**src/rtl/tok_pkg.sv**
```systemverilog
package tok_pkg;
    typedef enum logic {
        FO_IDLE = 1'b0,
        FO_EMIT = 1'b1
    } fo_state_t;
endpackage

```
**src/rtl/tok_branch.sv**
```systemverilog
module tok_branch #(
    parameter int W  = 8,
    parameter int NV = 2
) (
    input  logic [NV-1:0][W-1:0] val_d,
    input  logic [NV-1:0]        val_v,
    output logic [NV-1:0]        val_rdy,
    input  logic                 ctl_d,
    input  logic                 ctl_v,
    output logic                 ctl_rdy,
    output logic [NV-1:0][W-1:0] t_d,
    output logic                 t_v,
    input  logic                 t_rdy,
    output logic [NV-1:0][W-1:0] f_d,
    output logic                 f_v,
    input  logic                 f_rdy
);
    logic armed;
    logic side_rdy;
    logic fire;

    always_comb begin
        armed    = (&val_v) & ctl_v;
        side_rdy = ctl_d ? t_rdy : f_rdy;
        fire     = armed & side_rdy;
        t_v      = armed & ctl_d;
        f_v      = armed & ~ctl_d;
        ctl_rdy  = fire;
    end

    for (genvar i = 0; i < NV; i++) begin : g_lane
        assign t_d[i]     = val_d[i];
        assign f_d[i]     = val_d[i];
        assign val_rdy[i] = fire;
    end
endmodule

```
**src/rtl/tok_dmerge.sv**
```systemverilog
module tok_dmerge #(
    parameter int W = 8
) (
    input  logic [W-1:0] in0_d,
    input  logic         in0_v,
    output logic         in0_rdy,
    input  logic [W-1:0] in1_d,
    input  logic         in1_v,
    output logic         in1_rdy,
    input  logic         sel_d,
    input  logic         sel_v,
    output logic         sel_rdy,
    output logic [W-1:0] out_d,
    output logic         out_v,
    input  logic         out_rdy
);
    logic fire;

    always_comb begin
        out_v   = sel_v & (sel_d ? in1_v : in0_v);
        out_d   = sel_d ? in1_d : in0_d;
        fire    = out_v & out_rdy;
        sel_rdy = fire;
        in0_rdy = fire & ~sel_d;
        in1_rdy = fire & sel_d;
    end
endmodule

```
**src/rtl/tok_ndmerge.sv**
```systemverilog
module tok_ndmerge #(
    parameter int W = 8
) (
    input  logic [W-1:0] in0_d,
    input  logic         in0_v,
    output logic         in0_rdy,
    input  logic [W-1:0] in1_d,
    input  logic         in1_v,
    output logic         in1_rdy,
    output logic [W-1:0] out_d,
    output logic         out_v,
    input  logic         out_rdy
);
    always_comb begin
        out_v   = in0_v | in1_v;
        out_d   = in0_v ? in0_d : in1_d;
        in0_rdy = out_rdy & in0_v;
        in1_rdy = out_rdy & in1_v & ~in0_v;
    end
endmodule

```
**src/rtl/tok_fanout.sv**
```systemverilog
module tok_fanout
    import tok_pkg::*;
#(
    parameter int W  = 8,
    parameter int NF = 3
) (
    input  logic          clk,
    input  logic          rst_n,
    input  logic [W-1:0]  a_d,
    input  logic          a_v,
    output logic          a_rdy,
    input  logic [W-1:0]  b_d,
    input  logic          b_v,
    output logic          b_rdy,
    output logic [W-1:0]  out_d,
    output logic [NF-1:0] out_v,
    input  logic [NF-1:0] out_rdy
);
    fo_state_t     state, state_nx;
    logic [W-1:0]  res_q;
    logic [NF-1:0] done_q;
    logic [NF-1:0] take;
    logic          fire;
    logic          finish;

    always_ff @(posedge clk) begin
        if (!rst_n) begin
            state  <= FO_IDLE;
            res_q  <= '0;
            done_q <= '0;
        end else begin
            state <= state_nx;
            if (fire) begin
                res_q  <= a_d + b_d;
                done_q <= '0;
            end else if (state == FO_EMIT) begin
                done_q <= done_q | take;
            end
        end
    end

    always_comb begin
        fire     = 1'b0;
        finish   = 1'b0;
        out_v    = '0;
        take     = '0;
        state_nx = state;
        unique case (state)
            FO_IDLE: begin
                fire = a_v & b_v;
                if (fire) state_nx = FO_EMIT;
            end
            FO_EMIT: begin
                out_v  = ~done_q;
                take   = out_v & out_rdy;
                finish = &(done_q | take);
                if (finish) state_nx = FO_IDLE;
            end
            default: state_nx = FO_IDLE;
        endcase
        a_rdy = fire;
        b_rdy = fire;
        out_d = res_q;
    end
endmodule

```
**src/rtl/tok_steer_top.sv**
```systemverilog
module tok_steer_top #(
    parameter int W  = 8,
    parameter int NV = 2,
    parameter int NF = 3
) (
    input  logic                 clk,
    input  logic                 rst_n,
    input  logic [NV-1:0][W-1:0] br_val_d,
    input  logic [NV-1:0]        br_val_v,
    output logic [NV-1:0]        br_val_rdy,
    input  logic                 br_ctl_d,
    input  logic                 br_ctl_v,
    output logic                 br_ctl_rdy,
    output logic [NV-1:0][W-1:0] br_t_d,
    output logic                 br_t_v,
    input  logic                 br_t_rdy,
    output logic [NV-1:0][W-1:0] br_f_d,
    output logic                 br_f_v,
    input  logic                 br_f_rdy,
    input  logic [W-1:0]         dm_in0_d,
    input  logic                 dm_in0_v,
    output logic                 dm_in0_rdy,
    input  logic [W-1:0]         dm_in1_d,
    input  logic                 dm_in1_v,
    output logic                 dm_in1_rdy,
    input  logic                 dm_sel_d,
    input  logic                 dm_sel_v,
    output logic                 dm_sel_rdy,
    output logic [W-1:0]         dm_out_d,
    output logic                 dm_out_v,
    input  logic                 dm_out_rdy,
    input  logic [W-1:0]         nd_in0_d,
    input  logic                 nd_in0_v,
    output logic                 nd_in0_rdy,
    input  logic [W-1:0]         nd_in1_d,
    input  logic                 nd_in1_v,
    output logic                 nd_in1_rdy,
    output logic [W-1:0]         nd_out_d,
    output logic                 nd_out_v,
    input  logic                 nd_out_rdy,
    input  logic [W-1:0]         fo_a_d,
    input  logic                 fo_a_v,
    output logic                 fo_a_rdy,
    input  logic [W-1:0]         fo_b_d,
    input  logic                 fo_b_v,
    output logic                 fo_b_rdy,
    output logic [W-1:0]         fo_out_d,
    output logic [NF-1:0]        fo_out_v,
    input  logic [NF-1:0]        fo_out_rdy
);
    tok_branch #(.W(W), .NV(NV)) u_branch (
        .val_d(br_val_d), .val_v(br_val_v), .val_rdy(br_val_rdy),
        .ctl_d(br_ctl_d), .ctl_v(br_ctl_v), .ctl_rdy(br_ctl_rdy),
        .t_d(br_t_d), .t_v(br_t_v), .t_rdy(br_t_rdy),
        .f_d(br_f_d), .f_v(br_f_v), .f_rdy(br_f_rdy)
    );

    tok_dmerge #(.W(W)) u_dmerge (
        .in0_d(dm_in0_d), .in0_v(dm_in0_v), .in0_rdy(dm_in0_rdy),
        .in1_d(dm_in1_d), .in1_v(dm_in1_v), .in1_rdy(dm_in1_rdy),
        .sel_d(dm_sel_d), .sel_v(dm_sel_v), .sel_rdy(dm_sel_rdy),
        .out_d(dm_out_d), .out_v(dm_out_v), .out_rdy(dm_out_rdy)
    );

    tok_ndmerge #(.W(W)) u_ndmerge (
        .in0_d(nd_in0_d), .in0_v(nd_in0_v), .in0_rdy(nd_in0_rdy),
        .in1_d(nd_in1_d), .in1_v(nd_in1_v), .in1_rdy(nd_in1_rdy),
        .out_d(nd_out_d), .out_v(nd_out_v), .out_rdy(nd_out_rdy)
    );

    tok_fanout #(.W(W), .NF(NF)) u_fanout (
        .clk(clk), .rst_n(rst_n),
        .a_d(fo_a_d), .a_v(fo_a_v), .a_rdy(fo_a_rdy),
        .b_d(fo_b_d), .b_v(fo_b_v), .b_rdy(fo_b_rdy),
        .out_d(fo_out_d), .out_v(fo_out_v), .out_rdy(fo_out_rdy)
    );
endmodule

```
**config.mk**
```make
export PLATFORM = sky130hd
export DESIGN_NAME = tok_steer_top
export DESIGN_NICKNAME = d
export VERILOG_FILES = /design/src/rtl/tok_pkg.sv /design/src/rtl/tok_branch.sv /design/src/rtl/tok_dmerge.sv /design/src/rtl/tok_ndmerge.sv /design/src/rtl/tok_fanout.sv /design/src/rtl/tok_steer_top.sv
export SDC_FILE = /design/constraint.sdc
export NUM_CORES = 1
export LEC_CHECK = 0
export BUFFER_PORTS_ARGS = -buffer_cell sky130_fd_sc_hd__buf_2
export CAP_MARGIN = 20
export CELL_PAD_IN_SITES_DETAIL_PLACEMENT = 0
export CELL_PAD_IN_SITES_GLOBAL_PLACEMENT = 1
export CORE_MARGIN = 1
export CORE_UTILIZATION = 21
export CTS_CLUSTER_DIAMETER = 200
export DETAILED_ROUTE_END_ITERATION = 7
export PLACE_DENSITY_LB_ADDON = 0.1
export SLEW_MARGIN = 20
export SYNTH_ARGS = -nofsm -noshare
export SYNTH_HDL_FRONTEND = slang
export SYNTH_HIERARCHICAL = 1
export SYNTH_SLANG_ARGS = --single-unit
```
**constraint.sdc**
```tcl
create_clock -name clk -period 1.7 [get_ports clk]
set_clock_uncertainty 0.2 [all_clocks]
set_input_delay 0.085 -clock clk [delete_from_list [all_inputs] [get_ports clk]]
set_output_delay 0.085 -clock clk [all_outputs]
set_load 0.005 [all_outputs]
```
==> results of run 1 <==
-- logic make-up (layout without fill, tap and decap cells) --
family / Yosys count / after routing / share of synthesized area
compound gates: 30 / 30 / 0.142
xor+xnor: 2 / 2 / 0.0127
fa+ha+maj: 8 / 8 / 0.0780
buf+inv: 46 / 142 / 0.235
flops: 12 / 12 / 0.174
mux: 18 / 18 / 0.186
simple gates: 45 / 45 / 0.172
-- critical path, delay by kind of cell --
| kind | cells | cell delay (ns) |
|---|---|---|
| adders and majority gates | 2 | 0.41 |
| buffers and inverters | 2 | 0.17 |
| and+or+nand+nor | 2 | 0.38 |
| AOI/OAI and AO/OA | 2 | 0.43 |
-- stage by stage --
step | power (W) | cell area, um2
5_1_grt | 0.00107 | 2000
3_5_place_dp | 0.000693 | 1770
3_3_place_gp | 0.000695 | 1770
4_1_cts | 0.00102 | 2000
6_report | 0.000995 | 2000
2_1_floorplan | 0.000571 | 1380
-- per-layer routing --
| layer | vias up | share of wire |
|---|---|---|
| li1 | 717 | - |
| met1 | 645 | 0.39 |
| met2 | 76 | 0.53 |
| met3 | 4 | 0.075 |
| met4 | 0 | 0.0054 |
| met5 | - | 0 |
-- state kept, by name, summed over array words and instances (netlist names) --
signal           flops
u_fanout/done_q      3
u_fanout/state       1
u_fanout/out_d       8
-- final cells by class --
cell class	count	area, um2	share of cell area
Multi-Input combinational cell	103	815	0.407
Inverter	6	22.5	0.0113
Tap cell	77	96.3	0.0482
Clock buffer	3	41.3	0.0206
Timing Repair Buffer	133	786	0.393
Sequential cell	12	240	0.120
-- placed cells by master (no fill, tap or decap), drive strengths merged, types with 2 or more instances in the layout --
| master | n |
|---|---|
| a21boi | 4 |
| a21oi | 8 |
| and3 | 2 |
| buf | 114 |
| clkbuf | 3 |
| dfxtp | 12 |
| dlygate4sd3 | 19 |
| ha | 7 |
| inv | 6 |
| mux2 | 16 |
| mux2i | 2 |
| nand2 | 12 |
| nand3 | 4 |
| nor2 | 10 |
| nor2b | 5 |
| nor3b | 4 |
| o21a | 2 |
| o21ai | 7 |
| o311ai | 2 |
| xnor2 | 2 |
-- power by group --
part | internal, W | leakage [nW] | switching [W]
clock | 0.000156 | 0.0216 | 0.000110
sequential | 0.000300 | 0.0981 | 0.00000871
combinational | 0.000242 | 0.961 | 0.000178
-- worst paths after layout --
kind	slack, ns	to
max	0.17	u_fanout/out_d[4]$_SDFFE_PN0P_
min reg2reg	0.26	u_fanout/out_d[3]$_SDFFE_PN0P_
min	0.02	u_fanout/out_d[1]$_SDFFE_PN0P_
max reg2reg	0.19	u_fanout/out_d[7]$_SDFFE_PN0P_
==> run_summary.xml, run 1 <==
<?xml version="1.0" encoding="UTF-8"?>
<metrics>
  <group name="yosys">
    <metric name="synth-seq-cells" unit="">12</metric>
    <metric name="netlist_top_cells_area" unit="">buf_4, dfxtp_1, mux2_4, ha_1, nand2_1</metric>
    <metric name="synth_edf_count" unit="">0</metric>
    <metric name="synth_most_common_cell" unit="">buf_4</metric>
    <metric name="synthTopCellsByCount" unit="">buf_4, mux2_4, dfxtp_1, nand2_1, nor2_1</metric>
    <metric name="synthesized_instance_count" unit="">161</metric>
    <metric name="synth_top_flop_cell" unit="">dfxtp_1</metric>
    <metric name="synth-warning-count" unit="">6</metric>
    <metric name="yosys.area.top_type_share" unit="">0.196</metric>
    <metric name="synth.lib_cells_used.distinct" unit="">38</metric>
    <metric name="seq_area_frac_synth" unit="">0.174</metric>
    <metric name="synth_area_per_cell" unit="um2">8.56</metric>
    <metric name="postSynthNetCount" unit="">254</metric>
    <metric name="synth_top_area_cell" unit="">buf_4</metric>
    <metric name="syn_area" unit="um2">1380</metric>
    <metric name="async_reset_ff_frac" unit="">0</metric>
  </group>
  <group name="sta">
    <metric name="holdWs" unit="ns">0.0238</metric>
    <metric name="slew_headroom" unit="">0.790</metric>
    <metric name="max_freq" unit="MHz">655</metric>
    <metric name="worst_slew_pin_slew" unit="ns">0.315</metric>
    <metric name="unrepaired_setup_endpoints_after_global_routing" unit="">false</metric>
    <metric name="hold_viol_final" unit="">0</metric>
    <metric name="timing.final.setup_violations" unit="">0</metric>
    <metric name="fin_crit" unit="ns">1.53</metric>
    <metric name="worst_setup_slack_final" unit="ns">0.174</metric>
    <metric name="slew_viol_final" unit="">0</metric>
    <metric name="period_share" unit="">0.898</metric>
    <metric name="sum_of_negative_setup_slack" unit="ns">0</metric>
  </group>
  <group name="floorplan">
    <metric name="die_area" unit="um2">6890</metric>
    <metric name="io-pin-count" unit="">158</metric>
    <metric name="floorplan.core_area" unit="um2">6350</metric>
    <metric name="num_rows" unit="">29</metric>
    <metric name="die-height" unit="um">83.0</metric>
    <metric name="floorplan.initialDensity" unit="">0.217</metric>
    <metric name="die_width" unit="um">83.0</metric>
  </group>
  <group name="drt">
    <metric name="vias_per_cell" unit="">4.32</metric>
    <metric name="average_detailed_routed_wire_length_per_instance" unit="um">12.1</metric>
    <metric name="wl" unit="mm">4.04</metric>
    <metric name="detail-route-antenna-nets" unit="">0</metric>
    <metric name="detail_route.iter0.violations" unit="">40</metric>
    <metric name="vias" unit="">1442</metric>
    <metric name="drt_first_pass_iters" unit="">4</metric>
    <metric name="drcViolationCount" unit="">0</metric>
  </group>
  <group name="critical_path">
    <metric name="reg2reg_depth" unit="">6</metric>
    <metric name="critical_path_rt" unit="ns">1.63</metric>
    <metric name="crit_path_cell_trace" unit="">buf_2 -&gt; ha_1 -&gt; inv_1 -&gt; fa_1 -&gt; nor2b_1 -&gt; o21a_1 -&gt; or3_1 -&gt; a41o_1</metric>
    <metric name="worstSetupPathType" unit="">in -&gt; reg</metric>
    <metric name="worstSetupStartpointType" unit="">input pin</metric>
    <metric name="launching_point_of_the_worst_reg2reg_path" unit="">u_fanout/state$_SDFF_PN0_</metric>
    <metric name="timing.critical_path.to_type" unit="">flip-flop</metric>
    <metric name="critPathMaxStageDelay" unit="ns">0.32</metric>
    <metric name="timing.critical_path.from" unit="">fo_a_d[0]</metric>
    <metric name="critical-path-slowest-cell" unit="">or3_1</metric>
    <metric name="worst-path-max-fanout" unit="">4</metric>
    <metric name="data_arrival_time_at_the_worst_slack_endpoint" unit="ns">1.46</metric>
  </group>
  <group name="finish">
    <metric name="num_antenna_cells" unit="">0</metric>
    <metric name="num-fill-cells" unit="">710</metric>
    <metric name="drive_gt1_frac" unit="">0.529</metric>
    <metric name="postLayoutCoreUtil" unit="">0.315</metric>
    <metric name="layoutNonFillerInstCount" unit="">334</metric>
    <metric name="final_net_count" unit="">352</metric>
    <metric name="syn2layout_area_growth" unit="%">45.1</metric>
  </group>
  <group name="global_routing">
    <metric name="number_of_global_route_vias_before_repair" unit="">1422</metric>
    <metric name="grt-busiest-layer" unit="">met2</metric>
    <metric name="maximum_number_of_pins_on_one_net_before_global_route_repair" unit="">17</metric>
    <metric name="use_met1" unit="">0.122</metric>
    <metric name="grt_first_pass_wirelength" unit="mm">6.51</metric>
    <metric name="grt-ovfl-total" unit="">0</metric>
    <metric name="use_met3" unit="">0.0268</metric>
    <metric name="grt_antenna_before_repair" unit="">0</metric>
    <metric name="global_route.usage.met2" unit="">0.229</metric>
    <metric name="globalRouteTotalUtil" unit="">0.116</metric>
  </group>
  <group name="worst_hold_path">
    <metric name="worstHoldStart" unit="">rst_n</metric>
    <metric name="holdPathStages" unit="">2</metric>
    <metric name="holdCritPathClass" unit="">in -&gt; reg</metric>
  </group>
  <group name="clock_tree">
    <metric name="clock_sink_count" unit="">12</metric>
    <metric name="ctsRootBufferMaster" unit="">clkbuf_8</metric>
    <metric name="post_cts_hold_buffer_count" unit="">19</metric>
    <metric name="worst_skew_pair.late_latency" unit="ns">0.24</metric>
    <metric name="tritoncts" unit="">built</metric>
    <metric name="path_clk_slew" unit="ns">0.06</metric>
    <metric name="post-cts-setup-buffer-count" unit="">0</metric>
    <metric name="post_cts_resized" unit="">0</metric>
    <metric name="depth_of_the_cts_h_tree" unit="">1</metric>
    <metric name="cts_inserted_buffers" unit="">3</metric>
    <metric name="clk_path_buf_depth" unit="">2</metric>
  </group>
  <group name="place">
    <metric name="dp_worst_slack" unit="ns">-0.0693</metric>
    <metric name="numPortBuffers" unit="">109</metric>
    <metric name="place.detailed.hpwl" unit="mm">3.37</metric>
    <metric name="place_congestion" unit="">0.683</metric>
    <metric name="placed_cells" unit="">312</metric>
  </group>
  <group name="job">
    <metric name="max_cap_violations" unit="">0</metric>
  </group>
  <group name="status">
    <metric name="status" unit="">complete, no violations</metric>
  </group>
  <group name="power">
    <metric name="ir_drop" unit="mV">0.206</metric>
    <metric name="total_leakage_power" unit="nW">1.08</metric>
    <metric name="pwr_density_cell" unit="nW/um2">497</metric>
  </group>
</metrics>
No activity file was read; power rests on OpenSTA's default activity.
==> run 2: changes to the inputs <==
--- a/config.mk
+++ b/config.mk
@@ -5,15 +5,18 @@
 export SDC_FILE = /design/constraint.sdc
 export NUM_CORES = 1
 export LEC_CHECK = 0
+export ABC_AREA = 1
 export BUFFER_PORTS_ARGS = -buffer_cell sky130_fd_sc_hd__buf_2
 export CAP_MARGIN = 20
 export CELL_PAD_IN_SITES_DETAIL_PLACEMENT = 0
 export CELL_PAD_IN_SITES_GLOBAL_PLACEMENT = 1
+export CORE_ASPECT_RATIO = 0.7
 export CORE_MARGIN = 1
-export CORE_UTILIZATION = 21
+export CORE_UTILIZATION = 20
 export CTS_CLUSTER_DIAMETER = 200
 export DETAILED_ROUTE_END_ITERATION = 7
 export PLACE_DENSITY_LB_ADDON = 0.1
+export SKIP_LAST_GASP = 1
 export SLEW_MARGIN = 20
 export SYNTH_ARGS = -nofsm -noshare
 export SYNTH_HDL_FRONTEND = slang
==> run 2 against run 1 <==
Die area up 5.0%. Count of clock-buffer cells in the layout up 1. Worst hold slack better by 0.0047 ns. Clock power up 15%. First-iteration DRC count down 50%. Non-clock buffer count down 2. Wire length down 2.9%. Core utilization down 0.25 points. Register-to-register slack worse by 0.05 ns.
==> run_summary.xml, run 2 <==
<?xml version="1.0" encoding="UTF-8"?>
<metrics>
  <group name="sta">
    <metric name="fin_crit" unit="ns">1.57</metric>
    <metric name="slew_headroom" unit="">0.818</metric>
    <metric name="worst_slew_pin_slew" unit="ns">0.271</metric>
    <metric name="hold_viol_final" unit="">0</metric>
    <metric name="sum_of_negative_setup_slack" unit="ns">0</metric>
    <metric name="slew_viol_final" unit="">0</metric>
    <metric name="unrepaired_setup_endpoints_after_global_routing" unit="">false</metric>
    <metric name="period_share" unit="">0.926</metric>
    <metric name="max_freq" unit="MHz">635</metric>
    <metric name="timing.final.setup_violations" unit="">0</metric>
  </group>
  <group name="floorplan">
    <metric name="num_rows" unit="">24</metric>
    <metric name="floorplan.initialDensity" unit="">0.214</metric>
    <metric name="floorplan.core_area" unit="um2">6460</metric>
    <metric name="io-pin-count" unit="">158</metric>
    <metric name="die-height" unit="um">71.5</metric>
    <metric name="die_area" unit="um2">7240</metric>
    <metric name="die_width" unit="um">101</metric>
  </group>
  <group name="clock_tree">
    <metric name="clock_sink_count" unit="">12</metric>
    <metric name="clk_path_buf_depth" unit="">2</metric>
    <metric name="depth_of_the_cts_h_tree" unit="">1</metric>
    <metric name="path_clk_slew" unit="ns">0.05</metric>
    <metric name="cts_inserted_buffers" unit="">3</metric>
    <metric name="ctsRootBufferMaster" unit="">clkbuf_8</metric>
    <metric name="tritoncts" unit="">built</metric>
    <metric name="worst_skew_pair.late_latency" unit="ns">0.24</metric>
  </group>
  <group name="place">
    <metric name="numPortBuffers" unit="">109</metric>
    <metric name="place.detailed.hpwl" unit="mm">3.22</metric>
    <metric name="place_congestion" unit="">0.657</metric>
  </group>
  <group name="drt">
    <metric name="vias" unit="">1571</metric>
    <metric name="drt_first_pass_iters" unit="">4</metric>
    <metric name="average_detailed_routed_wire_length_per_instance" unit="um">9.55</metric>
    <metric name="detail_route.iter0.violations" unit="">20</metric>
    <metric name="drcViolationCount" unit="">0</metric>
    <metric name="wl" unit="mm">3.92</metric>
    <metric name="vias_per_cell" unit="">3.82</metric>
    <metric name="detail-route-antenna-nets" unit="">0</metric>
  </group>
  <group name="critical_path">
    <metric name="worst-path-max-fanout" unit="">4</metric>
    <metric name="worstSetupStartpointType" unit="">input pin</metric>
    <metric name="launching_point_of_the_worst_reg2reg_path" unit="">u_fanout/state$_SDFF_PN0_</metric>
    <metric name="worstSetupPathType" unit="">in -&gt; reg</metric>
    <metric name="critPathMaxStageDelay" unit="ns">0.59</metric>
    <metric name="data_arrival_time_at_the_worst_slack_endpoint" unit="ns">1.54</metric>
    <metric name="crit_path_frequent_cell" unit="">dlygate4sd3_1</metric>
    <metric name="timing.critical_path.from" unit="">fo_b_v</metric>
    <metric name="critical-path-slowest-cell" unit="">dlygate4sd3_1</metric>
    <metric name="reg2reg_depth" unit="">4</metric>
    <metric name="timing.rr.end" unit="">u_fanout/state$_SDFF_PN0_</metric>
    <metric name="critical_path_rt" unit="ns">1.67</metric>
    <metric name="timing.critical_path.to_type" unit="">flip-flop</metric>
    <metric name="worst-r2r-setup-slack" unit="ns">0.14</metric>
    <metric name="crit_path_cell_trace" unit="">dlygate4sd3_1 -&gt; buf_2 -&gt; nand3_4 -&gt; dlygate4sd3_1 -&gt; a21oi_1</metric>
    <metric name="worst_setup_path_endpoint" unit="">u_fanout/state$_SDFF_PN0_</metric>
  </group>
  <group name="finish">
    <metric name="syn2layout_area_growth" unit="%">46.2</metric>
    <metric name="postLayoutCoreUtil" unit="">0.313</metric>
    <metric name="drive_gt1_frac" unit="">0.391</metric>
    <metric name="num_antenna_cells" unit="">0</metric>
    <metric name="num-fill-cells" unit="">740</metric>
    <metric name="most-common-layout-cells" unit="">buf_2, nand2_1, nor2_1</metric>
    <metric name="largest_register_ff_count" unit="">8</metric>
    <metric name="layout_commonest_cell" unit="">buf_2</metric>
    <metric name="final_net_count" unit="">414</metric>
  </group>
  <group name="global_routing">
    <metric name="grt-ovfl-total" unit="">0</metric>
    <metric name="use_met3" unit="">0.0283</metric>
    <metric name="global_route.usage.met2" unit="">0.184</metric>
    <metric name="grt_antenna_before_repair" unit="">0</metric>
    <metric name="number_of_global_route_vias_before_repair" unit="">1466</metric>
    <metric name="globalRouteTotalUtil" unit="">0.110</metric>
    <metric name="maximum_number_of_pins_on_one_net_before_global_route_repair" unit="">18</metric>
    <metric name="grt-busiest-layer" unit="">met2</metric>
    <metric name="grt_first_pass_wirelength" unit="mm">6.41</metric>
    <metric name="use_met1" unit="">0.147</metric>
  </group>
  <group name="power">
    <metric name="ir_drop" unit="mV">0.227</metric>
    <metric name="pwr_density_cell" unit="nW/um2">514</metric>
    <metric name="total_leakage_power" unit="nW">1.21</metric>
  </group>
  <group name="yosys">
    <metric name="synth-warning-count" unit="">6</metric>
    <metric name="netlist_top_cells_area" unit="">nand2_1, buf_4, dfxtp_1, nor2_1, ha_1</metric>
    <metric name="yosys.area.top_type_share" unit="">0.207</metric>
    <metric name="postSynthNetCount" unit="">316</metric>
    <metric name="seq_area_frac_synth" unit="">0.174</metric>
    <metric name="async_reset_ff_frac" unit="">0</metric>
    <metric name="synth_top_area_cell" unit="">nand2_1</metric>
    <metric name="synth_edf_count" unit="">0</metric>
    <metric name="synth_area_per_cell" unit="um2">6.19</metric>
    <metric name="synthesized_instance_count" unit="">223</metric>
    <metric name="syn_area" unit="um2">1380</metric>
    <metric name="synthTopCellsByCount" unit="">nand2_1, buf_4, nor2_1, inv_1, dfxtp_1</metric>
    <metric name="synth_top_flop_cell" unit="">dfxtp_1</metric>
    <metric name="synth.lib_cells_used.distinct" unit="">27</metric>
    <metric name="synth-seq-cells" unit="">12</metric>
    <metric name="synth_most_common_cell" unit="">nand2_1</metric>
  </group>
  <group name="worst_hold_path">
    <metric name="holdCritPathClass" unit="">in -&gt; reg</metric>
    <metric name="worstHoldStart" unit="">fo_b_d[0]</metric>
  </group>
  <group name="status">
    <metric name="status" unit="">complete, no violations</metric>
  </group>
  <group name="job">
    <metric name="max_cap_violations" unit="">0</metric>
  </group>
</metrics>
[run 2: cell types whose count changed in the layout (fill, tap and decap cells not counted), moves of 3 or more]
cell           previous run  this run
nand2_1                  12        76
a21boi_0                  4         1
nor2_1                   10        27
nor3b_1                   4         0
mux2_4                   15         0
nand2_2                   0         3
inv_1                     6        19
o21ai_0                   7         3
nand3_1                   4         9
buf_4                     4         0
dlygate4sd3_1            19        22
nor2b_1                   5         0
[run 2: layer usage]
metal | routed length (um) | part of all wire | up-vias
li1 | - | - | 846
met1 | 1870 | 0.48 | 639
met2 | 1720 | 0.44 | 86
met3 | 332 | 0.085 | 0
met4 | 0 | 0 | 0
met5 | 0 | 0 | -
[run 2: layout make-up]
type                    instances  area, um2  area share
flip-flops and latches         12        240       0.119
multi-input cells             151        758       0.376
clock buffers                   4       55.1      0.0273
inverters                      22       85.1      0.0422
repair buffers                131        766       0.379
well taps                      91        114      0.0564
[run 2: what timing repair did]
action | 4_1_cts | 5_1_grt
resized for setup | 0 | 0
hold buffers | 22 | 0
buffers inserted | 0 | 0
hold endpoints to repair | 41 | 0
[run 2: through the flow]
step	cell area, um2	power (W)	cells	setup slack [ns]	hold slack (ns)
after global routing	2020	0.00114	411	0.0468	0.0892
after detailed placement	1740	0.000691	385	0.0509	-0.0299
after floorplan	1380	0.000580	223	0.246	0.00110
after CTS	2020	0.00106	411	0.124	0.0365
after global placement	1740	0.000692	385	0.0757	-0.0299
final	2020	0.00104	411	0.126	0.0285
[run 2: worst min-delay path by stage]
stage | endpoint | depth (start not counted) | slack [ns]
global placement | br_f_d[12] | 0 | -0.03
global route | u_fanout/out_d[0]$_SDFFE_PN0P_ | 4 | 0.09
detailed placement | br_f_d[12] | 0 | -0.03
CTS | u_fanout/out_d[0]$_SDFFE_PN0P_ | 4 | 0.04
floorplan | br_f_v | 1 | 0.001
finish | u_fanout/out_d[0]$_SDFFE_PN0P_ | 4 | 0.03
[run 2: power by group]
group          leakage [nW]  switching [W]  internal (W)
clock                0.0288       0.000101      0.000204
combinational          1.09       0.000206      0.000213
sequential           0.0985      0.0000117      0.000301
[run 2: logic make-up after synthesis]
logic type / after synthesis / share of synthesized area
DFF: 12 / 0.174
adders and majority gates: 8 / 0.0780
and+or+nand+nor: 124 / 0.385
xor gates and xnor gates: 2 / 0.0127
AOI/OAI and AO/OA: 17 / 0.0734
buffers and inverters: 60 / 0.277
[run 2: critical path, delay by kind of cell]
kind | cells | cell delay [ns]
compound gates | 1 | 0.13
simple gates | 1 | 0.10
buf+inv | 3 | 1.23
==> run 3: changes to the inputs <==
--- a/config.mk
+++ b/config.mk
@@ -15,6 +15,7 @@
 export CORE_UTILIZATION = 20
 export CTS_CLUSTER_DIAMETER = 200
 export DETAILED_ROUTE_END_ITERATION = 7
+export HOLD_SLACK_MARGIN = 0.05
 export PLACE_DENSITY_LB_ADDON = 0.1
 export SKIP_LAST_GASP = 1
 export SLEW_MARGIN = 20
==> run 3 against run 2 <==
Clock power about the same. Sequential power about the same. Global-route usage is 0.10 points higher. First-iteration DRC count unchanged. Worst hold slack improved by 0.045 ns. Critical path depth is 1 higher. Worst setup slack lost 0.062 ns. Fmax fell by 3.8%. Count of clock-buffer cells in the layout did not move. Wire length rose by 0.61%. Non-clock buffer count is 5 higher. Critical path type unchanged. Largest power group unchanged. Highest routed layer unchanged.
==> run_summary.xml, run 3 (synthesis gave the netlist of run 2 again) <==
<?xml version="1.0" encoding="UTF-8"?>
<metrics>
  <group name="critical_path">
    <metric name="timing.critical_path.to_type" unit="">flip-flop</metric>
    <metric name="timing.critical_path.from" unit="">fo_a_v</metric>
    <metric name="timing.rr.end" unit="">u_fanout/done_q[1]$_SDFFE_PP0P_</metric>
    <metric name="launching_point_of_the_worst_reg2reg_path" unit="">u_fanout/state$_SDFF_PN0_</metric>
    <metric name="worst-path-max-fanout" unit="">4</metric>
    <metric name="data_arrival_time_at_the_worst_slack_endpoint" unit="ns">1.56</metric>
    <metric name="critical-path-slowest-cell" unit="">dlygate4sd3_1</metric>
    <metric name="crit_path_cell_trace" unit="">dlygate4sd3_1 -&gt; buf_2 -&gt; nand3_4 -&gt; nand2_1 -&gt; nor2_1 -&gt; dlygate4sd3_1</metric>
    <metric name="worst_setup_path_endpoint" unit="">u_fanout/done_q[1]$_SDFFE_PP0P_</metric>
    <metric name="worstSetupStartpointType" unit="">input pin</metric>
    <metric name="worst-r2r-setup-slack" unit="ns">0.11</metric>
    <metric name="reg2reg_depth" unit="">5</metric>
    <metric name="crit_path_frequent_cell" unit="">dlygate4sd3_1</metric>
    <metric name="critPathMaxStageDelay" unit="ns">0.54</metric>
    <metric name="critical_path_rt" unit="ns">1.62</metric>
    <metric name="worstSetupPathType" unit="">in -&gt; reg</metric>
  </group>
  <group name="finish">
    <metric name="layout_commonest_cell" unit="">buf_2</metric>
    <metric name="num_antenna_cells" unit="">0</metric>
    <metric name="drive_gt1_frac" unit="">0.388</metric>
    <metric name="postLayoutCoreUtil" unit="">0.321</metric>
    <metric name="largest_register_ff_count" unit="">8</metric>
    <metric name="final_net_count" unit="">419</metric>
    <metric name="most-common-layout-cells" unit="">buf_2, nand2_1, dlygate4sd3_1, nor2_1, inv_1</metric>
    <metric name="final_area" unit="um2">2070</metric>
    <metric name="syn2layout_area_growth" unit="%">50.0</metric>
  </group>
  <group name="drt">
    <metric name="detail-route-antenna-nets" unit="">0</metric>
    <metric name="wl" unit="mm">3.95</metric>
    <metric name="vias_per_cell" unit="">3.85</metric>
    <metric name="drt_first_pass_iters" unit="">4</metric>
    <metric name="detail_route.iter0.violations" unit="">20</metric>
    <metric name="drcViolationCount" unit="">0</metric>
    <metric name="vias" unit="">1600</metric>
    <metric name="average_detailed_routed_wire_length_per_instance" unit="um">9.49</metric>
  </group>
  <group name="global_routing">
    <metric name="number_of_global_route_vias_before_repair" unit="">1505</metric>
    <metric name="grt-ovfl-total" unit="">0</metric>
    <metric name="globalRouteTotalUtil" unit="">0.111</metric>
    <metric name="grt_antenna_before_repair" unit="">0</metric>
    <metric name="grt_first_pass_wirelength" unit="mm">6.49</metric>
    <metric name="maximum_number_of_pins_on_one_net_before_global_route_repair" unit="">18</metric>
  </group>
  <group name="floorplan">
    <metric name="floorplan.core_area" unit="um2">6460</metric>
    <metric name="die-height" unit="um">71.5</metric>
    <metric name="die_width" unit="um">101</metric>
    <metric name="die_area" unit="um2">7240</metric>
    <metric name="io-pin-count" unit="">158</metric>
    <metric name="floorplan.initialDensity" unit="">0.214</metric>
    <metric name="num_rows" unit="">24</metric>
  </group>
  <group name="sta">
    <metric name="slew_headroom" unit="">0.818</metric>
    <metric name="max_freq" unit="MHz">611</metric>
    <metric name="fin_crit" unit="ns">1.64</metric>
    <metric name="unrepaired_setup_endpoints_after_global_routing" unit="">false</metric>
    <metric name="period_share" unit="">0.962</metric>
    <metric name="worst_setup_slack_final" unit="ns">0.0644</metric>
    <metric name="timing.final.setup_violations" unit="">0</metric>
    <metric name="hold_viol_final" unit="">0</metric>
    <metric name="slew_viol_final" unit="">0</metric>
    <metric name="sum_of_negative_setup_slack" unit="ns">0</metric>
    <metric name="worst_slew_pin_slew" unit="ns">0.271</metric>
  </group>
  <group name="clock_tree">
    <metric name="clock_sink_count" unit="">12</metric>
    <metric name="worst_skew_pair.late_latency" unit="ns">0.24</metric>
    <metric name="ctsRootBufferMaster" unit="">clkbuf_8</metric>
    <metric name="post-cts-setup-buffer-count" unit="">0</metric>
    <metric name="clk_path_buf_depth" unit="">2</metric>
    <metric name="cts_inserted_buffers" unit="">3</metric>
    <metric name="tritoncts" unit="">built</metric>
    <metric name="depth_of_the_cts_h_tree" unit="">1</metric>
    <metric name="path_clk_slew" unit="ns">0.05</metric>
  </group>
  <group name="status">
    <metric name="status" unit="">complete, no violations</metric>
  </group>
  <group name="place">
    <metric name="dpl_cell_area" unit="um2">1740</metric>
    <metric name="place.detailed.hpwl" unit="mm">3.22</metric>
    <metric name="numPortBuffers" unit="">109</metric>
    <metric name="dp_worst_slack" unit="ns">0.0509</metric>
    <metric name="place_congestion" unit="">0.657</metric>
  </group>
  <group name="power">
    <metric name="total_leakage_power" unit="nW">1.24</metric>
    <metric name="pwr_density_cell" unit="nW/um2">505</metric>
    <metric name="ir_drop" unit="mV">0.227</metric>
  </group>
  <group name="job">
    <metric name="max_cap_violations" unit="">0</metric>
  </group>
  <group name="worst_hold_path">
    <metric name="holdCritPathClass" unit="">in -&gt; reg</metric>
  </group>
</metrics>
## run 3: cell count changes in the layout (fill, tap and decap cells not counted)
cell	before	now
dfxtp_2	0	1
dlygate4sd3_1	22	27
dfxtp_1	12	11
## run 3: worst max-delay path, delay by kind of cell
family,cells,cell delay (ns)
buf+inv,3,1.18
simple gates,3,0.28
## run 3: area by class of cell
type / count / area, um2
fill: 734 / 4390
timing repair buffer: 136 / 816
multi-input combinational: 151 / 758
sequential: 12 / 241
tap: 91 / 114
inverter: 22 / 85.1
clock buffer: 4 / 55.1
## run 3: worst min-delay path by stage
stage / start / end / slack (ns) / cells after the start
after detailed placement: br_val_d[12] / br_f_d[12] / -0.03 / 0
after global placement: br_val_d[12] / br_f_d[12] / -0.03 / 0
after CTS: fo_b_d[1] / u_fanout/out_d[1]$_SDFFE_PN0P_ / 0.08 / 4
after floorplan: br_ctl_d / br_f_v / 0.001 / 1
after global routing: fo_a_d[1] / u_fanout/out_d[1]$_SDFFE_PN0P_ / 0.11 / 4
final: fo_b_d[1] / u_fanout/out_d[1]$_SDFFE_PN0P_ / 0.07 / 4
## run 3: what timing repair did
item	4_1_cts	5_1_grt
endpoints found under the hold margin	41	0
resized for setup	0	1
setup endpoints to repair	0	3
hold buffers	27	0
## run 3: where the power goes
| part | switching (W) | leakage [nW] | internal [W] |
|---|---|---|---|
| Combinational | 0.000207 | 1.12 | 0.000220 |
| Clock | 0.000102 | 0.0288 | 0.000204 |
| Sequential | 0.0000118 | 0.0988 | 0.000301 |
| Total | 0.000321 | 1.24 | 0.000725 |
## run 3: per-layer routing
metal | track usage | vias up | share of wire
li1 | - | 857 | -
met4 | 0.0113 | 0 | 0
met3 | 0.0283 | 0 | 0.084
met1 | 0.145 | 657 | 0.47
met5 | 0 | - | 0
met2 | 0.189 | 86 | 0.44
## run 3: through the flow
stage | power [W] | cells | hold slack [ns]
after global routing | 0.00115 | 416 | 0.113
final | 0.00105 | 416 | 0.0733
after CTS | 0.00107 | 416 | 0.0754
after detailed placement | 0.000691 | 385 | -0.0299
after global placement | 0.000692 | 385 | -0.0299
after floorplan | 0.000580 | 223 | 0.00110
